`src/rtl/regwin_pkg.sv`:
```
package regwin_pkg;
  typedef enum logic [1:0] {
    ST_IDLE = 2'd0,
    ST_SEL  = 2'd1,
    ST_ACC  = 2'd2
  } regwin_state_e;
endpackage

```
`src/rtl/regwin_map.sv`:
```
module regwin_map #(
  parameter int OFS_W   = 24,
  parameter int WIN_LSB = 19,
  parameter int WIN_W   = 5
) (
  input  logic [OFS_W-1:0] offset,
  input  logic             win_en,
  output logic             windowed,
  output logic [WIN_W-1:0] win_num,
  output logic [OFS_W-1:0] win_addr
);
  localparam int HI_W = OFS_W - WIN_LSB;

  always_comb begin
    windowed = win_en && (|offset[OFS_W-1:WIN_LSB]);
    win_num  = offset[WIN_LSB +: WIN_W];
    win_addr = {{(HI_W-1){1'b0}}, 1'b1, offset[WIN_LSB-1:0]};
  end
endmodule

```
`src/rtl/regwin_track.sv`:
```
module regwin_track #(
  parameter int WIN_W = 5
) (
  input  logic             clk,
  input  logic             rst_n,
  input  logic             upd,
  input  logic [WIN_W-1:0] upd_win,
  input  logic [WIN_W-1:0] cur_win,
  output logic             hit
);
  logic             valid_q;
  logic [WIN_W-1:0] win_q;

  always_ff @(posedge clk or negedge rst_n) begin
    if (!rst_n) begin
      valid_q <= 1'b0;
      win_q   <= '0;
    end else if (upd) begin
      valid_q <= 1'b1;
      win_q   <= upd_win;
    end
  end

  assign hit = valid_q && (win_q == cur_win);
endmodule

```
`src/rtl/regwin_seq.sv`:
```
module regwin_seq
  import regwin_pkg::*;
#(
  parameter int OFS_W    = 24,
  parameter int DATA_W   = 32,
  parameter int WIN_W    = 5,
  parameter int WIN_LSB  = 19,
  parameter logic [OFS_W-1:0] SEL_ADDR = 24'h00310C
) (
  input  logic              clk,
  input  logic              rst_n,
  input  logic              req_valid,
  input  logic              req_write,
  input  logic [DATA_W-1:0] req_wdata,
  input  logic [OFS_W-1:0]  req_addr,
  input  logic [WIN_W-1:0]  req_win,
  input  logic              req_need_sel,
  output logic              busy,
  output logic              done,
  output logic [DATA_W-1:0] rdata,
  output logic              sel_upd,
  output logic [WIN_W-1:0]  sel_win,
  output logic              bus_valid,
  output logic              bus_write,
  output logic [OFS_W-1:0]  bus_addr,
  output logic [DATA_W-1:0] bus_wdata,
  input  logic              bus_ready,
  input  logic [DATA_W-1:0] bus_rdata
);
  localparam logic [OFS_W-1:0] WIN_BASE = OFS_W'(1) << WIN_LSB;

  regwin_state_e     state_q, state_d;
  logic              wr_q;
  logic [DATA_W-1:0] wdata_q;
  logic [OFS_W-1:0]  addr_q;
  logic [WIN_W-1:0]  win_q;
  logic              done_q, done_d;
  logic [DATA_W-1:0] rdata_q;
  logic              accept, rd_en;
  logic [DATA_W-1:0] sel_word;

  assign accept   = (state_q == ST_IDLE) && req_valid;
  assign sel_word = {1'b1, {(DATA_W-1-WIN_W){1'b0}}, win_q};

  always_comb begin
    state_d = state_q;
    case (state_q)
      ST_IDLE: if (accept) state_d = req_need_sel ? ST_SEL : ST_ACC;
      ST_SEL:  if (bus_ready) state_d = ST_ACC;
      ST_ACC:  if (bus_ready) state_d = ST_IDLE;
      default: state_d = ST_IDLE;
    endcase
    done_d = (state_q == ST_ACC) && bus_ready;
    rd_en  = done_d && !wr_q;
  end

  always_ff @(posedge clk or negedge rst_n) begin
    if (!rst_n) begin
      state_q <= ST_IDLE;
      done_q  <= 1'b0;
    end else begin
      state_q <= state_d;
      done_q  <= done_d;
    end
  end

  always_ff @(posedge clk or negedge rst_n) begin
    if (!rst_n) begin
      wr_q    <= 1'b0;
      wdata_q <= '0;
      addr_q  <= '0;
      win_q   <= '0;
    end else if (accept) begin
      wr_q    <= req_write;
      wdata_q <= req_wdata;
      addr_q  <= req_addr;
      win_q   <= req_win;
    end
  end

  always_ff @(posedge clk or negedge rst_n) begin
    if (!rst_n) rdata_q <= '0;
    else if (rd_en) rdata_q <= bus_rdata;
  end

  always_comb begin
    bus_valid = (state_q != ST_IDLE);
    bus_write = (state_q == ST_SEL) ? 1'b1 : wr_q;
    bus_addr  = (state_q == ST_SEL) ? SEL_ADDR : addr_q;
    bus_wdata = (state_q == ST_SEL) ? sel_word : wdata_q;
    sel_upd   = (state_q == ST_SEL) && bus_ready;
    sel_win   = win_q;
    busy      = (state_q != ST_IDLE);
    done      = done_q;
    rdata     = rdata_q;
  end

  AST_BUS_HOLD: assert property (@(posedge clk) disable iff (!rst_n)
    (bus_valid && !bus_ready) |=> (bus_valid && $stable(bus_addr) && $stable(bus_write) && $stable(bus_wdata)));
  AST_DONE_PULSE: assert property (@(posedge clk) disable iff (!rst_n)
    done |=> !done);
  AST_DONE_AFTER_BUS: assert property (@(posedge clk) disable iff (!rst_n)
    done |-> ($past(bus_valid && bus_ready) && !busy));
  AST_SEL_THEN_ACC: assert property (@(posedge clk) disable iff (!rst_n)
    (bus_valid && bus_ready && bus_addr == SEL_ADDR && state_q == ST_SEL) |=> (bus_valid && bus_addr >= WIN_BASE));
endmodule

```
`src/rtl/regwin_bridge.sv`:
```
module regwin_bridge #(
  parameter int OFS_W    = 24,
  parameter int DATA_W   = 32,
  parameter int WIN_W    = 5,
  parameter int WIN_LSB  = 19,
  parameter logic [OFS_W-1:0] SEL_ADDR = 24'h00310C
) (
  input  logic              clk,
  input  logic              rst_n,
  input  logic              win_en,
  input  logic              req_valid,
  input  logic              req_write,
  input  logic [OFS_W-1:0]  req_offset,
  input  logic [DATA_W-1:0] req_wdata,
  output logic              busy,
  output logic              done,
  output logic [DATA_W-1:0] rdata,
  output logic              bus_valid,
  output logic              bus_write,
  output logic [OFS_W-1:0]  bus_addr,
  output logic [DATA_W-1:0] bus_wdata,
  input  logic              bus_ready,
  input  logic [DATA_W-1:0] bus_rdata
);
  logic             windowed, hit, need_sel, sel_upd;
  logic [WIN_W-1:0] win_num, sel_win;
  logic [OFS_W-1:0] win_addr, tgt_addr;

  regwin_map #(.OFS_W(OFS_W), .WIN_LSB(WIN_LSB), .WIN_W(WIN_W)) u_map (
    .offset(req_offset), .win_en(win_en), .windowed(windowed),
    .win_num(win_num), .win_addr(win_addr)
  );

  regwin_track #(.WIN_W(WIN_W)) u_track (
    .clk(clk), .rst_n(rst_n), .upd(sel_upd), .upd_win(sel_win),
    .cur_win(win_num), .hit(hit)
  );

  assign need_sel = windowed && !hit;
  assign tgt_addr = windowed ? win_addr : req_offset;

  regwin_seq #(.OFS_W(OFS_W), .DATA_W(DATA_W), .WIN_W(WIN_W),
               .WIN_LSB(WIN_LSB), .SEL_ADDR(SEL_ADDR)) u_seq (
    .clk(clk), .rst_n(rst_n),
    .req_valid(req_valid), .req_write(req_write), .req_wdata(req_wdata),
    .req_addr(tgt_addr), .req_win(win_num), .req_need_sel(need_sel),
    .busy(busy), .done(done), .rdata(rdata),
    .sel_upd(sel_upd), .sel_win(sel_win),
    .bus_valid(bus_valid), .bus_write(bus_write), .bus_addr(bus_addr),
    .bus_wdata(bus_wdata), .bus_ready(bus_ready), .bus_rdata(bus_rdata)
  );

  AST_HIT_SKIPS_SEL: assert property (@(posedge clk) disable iff (!rst_n)
    (req_valid && !busy && windowed && hit) |=> (bus_valid && bus_addr != SEL_ADDR));
  AST_DIRECT_PASS: assert property (@(posedge clk) disable iff (!rst_n)
    (req_valid && !busy && !windowed) |=> (bus_valid && bus_addr == $past(req_offset)));
endmodule

```
`config.mk`:
```
export PLATFORM = sky130hd
export DESIGN_NAME = regwin_bridge
export DESIGN_NICKNAME = d
export VERILOG_FILES = /design/src/rtl/regwin_pkg.sv /design/src/rtl/regwin_map.sv /design/src/rtl/regwin_track.sv /design/src/rtl/regwin_seq.sv /design/src/rtl/regwin_bridge.sv
export SDC_FILE = /design/constraint.sdc
export NUM_CORES = 1
export LEC_CHECK = 0
export CORE_MARGIN = 1
export CORE_UTILIZATION = 40
export CTS_BUF_LIST = sky130_fd_sc_hd__clkbuf_4 sky130_fd_sc_hd__clkbuf_8
export DETAILED_ROUTE_END_ITERATION = 10
export PLACE_DENSITY = 0.79
export SYNTH_ARGS = -nofsm -noshare
export SYNTH_HDL_FRONTEND = slang
export SYNTH_SLANG_ARGS = --single-unit
export TNS_END_PERCENT = 100
```
`constraint.sdc`:
```
create_clock -name clk -period 1.55 [get_ports clk]
set_clock_uncertainty 0.1 [all_clocks]
set_input_delay 0.465 -clock clk [delete_from_list [all_inputs] [get_ports clk]]
set_output_delay 0.465 -clock clk [all_outputs]
set_load 0.02 [all_outputs]
```
# Word level (Yosys, flattened, before mapping)
# Cells that the tools add are included.
[word_totals] word_cells=37 register_bits=103 out_inout_bits=92
[op_classes] reduce_logical=13 eq_ne=6 mux=9
[ops] operator="$mux W24" n=2
[ops] operator="$mux W32" n=1
[ops] operator="$mux W2" n=4
[ops] operator="$logic_and A1 B1 Y1" n=7
[ops] operator="$pmux W2 S3" n=1
[ops] operator="$eq A5 B5 Y1" n=1
[ops] operator="$reduce_or A5 Y1" n=1
[ops] operator="$ne A2 B2 Y1 const B" n=2
[ops] operator="$reduce_and A3 Y1" n=1
[ops] operator="$eq A2 B1 Y1 const B" n=1
[ops] operator="$eq A2 B2 Y1 const B" n=1
[ops] operator="$logic_not A1 Y1" n=2
[ops] operator="$logic_not A2 Y1" n=1
[ops] operator="$ne A2 B1 Y1 const B" n=1
[ops] operator="$reduce_bool A2 Y1" n=1
[ops] operator="$mux W1" n=1

# Depth between registers and ports, before layout
[depth] ltp_word=7 ltp_mapped=6

# By module
# Synthesis repeated with hierarchy kept, for this count alone.
[unflattened] cells_unflattened=359 area_unflattened_um2=5142.4
[by_module_without_submodules] module="regwin_seq" instances=1 cells_each=279 seq_area_each_um2=2427.3 area_per_inst_um2=4234.1
[by_module_without_submodules] module="regwin_bridge" instances=1 cells_each=28 seq_area_each_um2=0.0 area_per_inst_um2=399.1
[by_module_without_submodules] module="regwin_track" instances=1 cells_each=19 seq_area_each_um2=150.1 area_per_inst_um2=269.0
[by_module_without_submodules] module="regwin_map" instances=1 cells_each=33 seq_area_each_um2=0.0 area_per_inst_um2=240.2

# Least setup slack after synthesis
# OpenSTA, ideal clock, no wires.
[synth_path] kind="register to output" startpoint="reg u_seq.state_q[0]" endpoint="out bus_addr[0]" stages_incl_launch_ff=5 arrival_ps=1168 t_required_ps=985 path_slack_ps=-183 n_path_buf=2 path_cell_list="dfrtp_1 nand2b_1 buf_2 clkbuf_1 and2_1"
[synth_between] elab_chain_len=2
[synth_lines] item="start: declaration" line="regwin_seq.sv:32" rtl="regwin_state_e state_q, state_d;"
[synth_lines] item="start signal: assignment" line="regwin_seq.sv:62" rtl="state_q <= state_d;"
[synth_lines] item="$eq A2 B1 Y1" line="regwin_seq.sv:89" rtl="bus_addr = (state_q == ST_SEL) ? SEL_ADDR : addr_q;"
[synth_lines] item="$mux W24" line="regwin_seq.sv:89"
[synth_lines] item="end: declaration" line="regwin_bridge.sv:20" rtl="output logic [OFS_W-1:0] bus_addr,"
# No other way between the ends.

# Worst setup path in the final report
[layout_path] startpoint="reg u_seq.state_q[1]" endpoint="out bus_wdata[2]"
[layout_between] elab_chain_len=2
[layout_lines] item="$eq A2 B1 Y1" line="regwin_seq.sv:90" rtl="bus_wdata = (state_q == ST_SEL) ? sel_word : wdata_q;"
[layout_lines] item="$mux W32" line="regwin_seq.sv:90"
[layout_lines] item="end: declaration" line="regwin_bridge.sv:21" rtl="output logic [DATA_W-1:0] bus_wdata,"
# No other way between the ends.

==> metrics.md <==
| Metric | Value |
|---|---|
| Status | `finished with violations` |
| Failing checks | `setup timing` |
| Final Power | `approximately 15 mW` |
| Mapped Area | `approximately 4500 µm²` |
| Worst-path cell chain | `nand2b_4, buf_12, mux2_4, buf_2` |
| CTS tree | `built` |
| Total Wirelength | `approximately 14 mm` |
| Yosys reg bits | `103` |
| Distinct cells, synth | `25` |
| Worst Tran Pin Value | `447 ps` |
| Placed insts | `758` |
| Max frequency | `0.461 GHz` |
| Die Ht | `roughly 110 µm` |
| Final net count | `754` |
| Sequential cell area fraction in the yosys report | `a little under three fifths` |
| Dominant synthesized flop cell | `dfrtp_1` |
| Root Buffer | `clkbuf_8` |
| Number of routed nets with antenna violations | `0` |
| Slew HR | `70.2%` |
| Met3 Use GR | `8.05%` |
| Post-synthesis mux area share | `approximately an eighth` |
| CP Max Fanout | `17` |
| Area of the multi-input gates | `1960 µm²` |
| Met2 GRT Util | `39.3%` |
| PortBufs | `185` |
| Gr busiest metal | `met2` |
| Non-filler cells, final | `805` |
| Worst Hold Class | `input pin to async pin` |
| Synth Warn # | `0` |
| Initial antenna violation count | `0` |
| GR Util met1 | `28.0%` |
| Setup CP Type | `flip-flop to primary output` |
| Rows | `38` |
| Internal power | `9.52 mW` |
| Worst R2R Start | `u_seq.state_q[0]` |
| Compound-Gate Fraction of Synth Area | `less than 1%` |
| CP startpoint kind | `flip-flop` |
| Main combinational cell family by area after synthesis | `simple AND/OR/NAND/NOR gates` |
| Post-synthesis simple-gate area fraction | `24.5%` |
| Asr flop ratio synth | `100%` |
| Final Hold Vio Count | `0` |
| Initial Util | `about two fifths` |
| CP endpoint kind | `primary output` |
| Cts bufs inserted | `9` |
| GP Congestion | `0.735` |
| Total gr overflow | `0` |
| Core Util, Final | `67.6%` |
| Leak pwr | `3.72 nW` |
| Final setup viols | `159` |
| First-pass GRT wire length | `about 20 mm` |
| Die area | `around 12000 µm²` |
| RSZ-0062 raised after global routing | `yes` |
| Crit-path slowest cell | `dfrtp_1` |
| Register Area | `2580 µm²` |
| Clk pin slew, worst setup/hold paths | `90 ps` |
| Post-Synth Adder-Cell Area | `0%` |
| Mapped Cells | `429` |
| Commonest non-fill, non-tap cells in the layout | `175 x nand2_1, 103 x dfrtp_1, 88 x clkdlybuf4s50_1` |
| All-layer global routing usage | `about a quarter` |
| Layout cell share with drive strength beyond 1 | `37.7%` |
| Drt via density | `~5` |
| Crit path required time | `980 ps` |
| Post-synth EDFFs | `0` |
| Xor/xnor share of the synthesized area | `less than 1%` |
| DR vias | `3917` |
| Net Switching | `5.95 mW` |
| Sequential share of power | `a little under a third` |
| Clock buffer depth | `2` |
| Peak supply drop | `1.41 mV` |
| Vias in the first global route | `3920` |
| Max H-tree Level | `3` |
| CTS sink count | `103` |
| Commonest non-fill, non-tap cell in the layout | `nand2_1` |
| Post-DP HPWL | `8.54 mm` |
| Filler cell count | `roughly 810` |
| Initial DRC Count | `193` |
| Syn nets | `523` |
| Crit path DAT | `1600 ps` |
| Largest stage delay, worst path | `420 ps` |
| Clk pwr share | `11.2%` |
| Period Utilization, post-route | `140%` |
| Minimum clock period | `2170 ps` |
| Die W | `108 µm` |
| Core Region | `10900 µm²` |
| Later-pin clock latency in the skew report | `370 ps` |
| I/O pin total | `about 190` |
| Max_cap viols | `0` |
| ANT cells | `0` |
| Pwr dens | `2100 nW/µm²` |
| Max-slew violations | `0` |
| Area Growth Syn to Fin | `64.1%` |
| Setup ws final | `-617 ps` |
| R2R Setup Slk | `-490 ps` |
| R2r worst-path depth | `7` |
| Logic pwr share | `between 50% and 60%` |
| Pin count of the biggest net entering global routing | `64` |
| Sw Share | `38.4%` |
| FF-to-FF End | `u_seq.rdata[9]` |
| DRC | `0` |
| Wire per inst | `~17 µm` |
| Post-synthesis average cell area | `10.5 µm²` |
| DR pass1 iterations | `4` |
## stage by stage
stage | hold slack, ps | setup TNS [ps] | setup WS (ps) | instance area, µm²
6_report | 339 | -59220 | -617 | 7360
5_1_grt | 303 | -70650 | -692 | 7360
4_1_cts | 309 | -52420 | -657 | 7030
3_5_place_dp | 190 | -63520 | -619 | 6780
3_3_place_gp | 185 | -60780 | -587 | 6780
2_1_floorplan | 69.4 | -831 | -21.4 | 4620
## worst max-delay path by stage
stage                     slack [ps]        startpoint      endpoint  cells after the start
after global placement          -590  u_seq.state_q[1]  bus_wdata[4]                      4
after detailed placement        -620  u_seq.state_q[1]  bus_addr[23]                      4
after floorplan                  -20  u_seq.state_q[1]  bus_wdata[0]                      3
after CTS                       -660  u_seq.state_q[1]  bus_wdata[4]                      4
after global routing            -690  u_seq.state_q[1]  bus_wdata[2]                      4
final                           -620  u_seq.state_q[1]  bus_wdata[2]                      4
## flip-flops by register name, summed over array words and instances (netlist names)
register	flops
u_seq.wdata_q	32
u_seq.done	1
u_track.valid_q	1
u_seq.state_q	2
u_seq.rdata	32
u_seq.wr_q	1
u_seq.addr_q	24
u_track.win_q	5
u_seq.sel_win	5
## layout make-up
class,count,area share (%)
repair buffers,243,33.2
flip-flops and latches,103,35.0
inverters,1,0.0510
clock buffers,13,2.18
multi-input cells,302,26.6
clock inverters,3,0.578
well taps,140,2.38
## repair_timing
action                                 4_1_cts  5_1_grt
buffers inserted                             9       13
endpoints found under the hold margin        5        0
setup endpoints to repair                  157      177
pin swaps                                    3        5
hold buffers                                 1        0
gates resized for setup                    438       72
cloned                                       7        7
## cells in the mapped netlist (2+ instances only)
library cell  instances  area (µm²)
nand2_1             180         676
dfrtp_1             103        2580
and2_1               46         288
mux2_4               30         450
mux2_2               12         135
clkbuf_1             11        41.3
nand2b_1              9        56.3
buf_2                 8        40.0
nand3b_1              5        37.5
buf_6                 4        45.0
xor2_1                4        35.0
nor2_1                3        11.3
a21oi_1               2        10.0
## critical path: cells and delay by family (launching register included)
kind          cells  cell delay [ps]
flops             1              420
mux               1              290
simple gates      1              190
buf+inv           2              320
## kinds of logic after synthesis
group / after synthesis
and+or+nand+nor: 247
DFF: 103
muxes: 43
buffers and inverters: 25
AOI/OAI and AO/OA: 6
xor gates and xnor gates: 5
## layer usage
layer	vias up	wire length [µm]
met3	14	1090
met5	-	0
met4	0	164
met2	165	6960
li1	1816	-
met1	1922	5560
## power groups by stage
stage	Clock (mW)	Sequential (mW)	Combinational [mW]
finish	1.73	4.77	8.97
global route	1.92	4.90	9.55
CTS	1.80	4.71	8.16
detailed placement	0	4.76	8.23
global placement	0	4.69	8.05
floorplan	0	5.12	4.14
(Power assumes the default switching activity.)
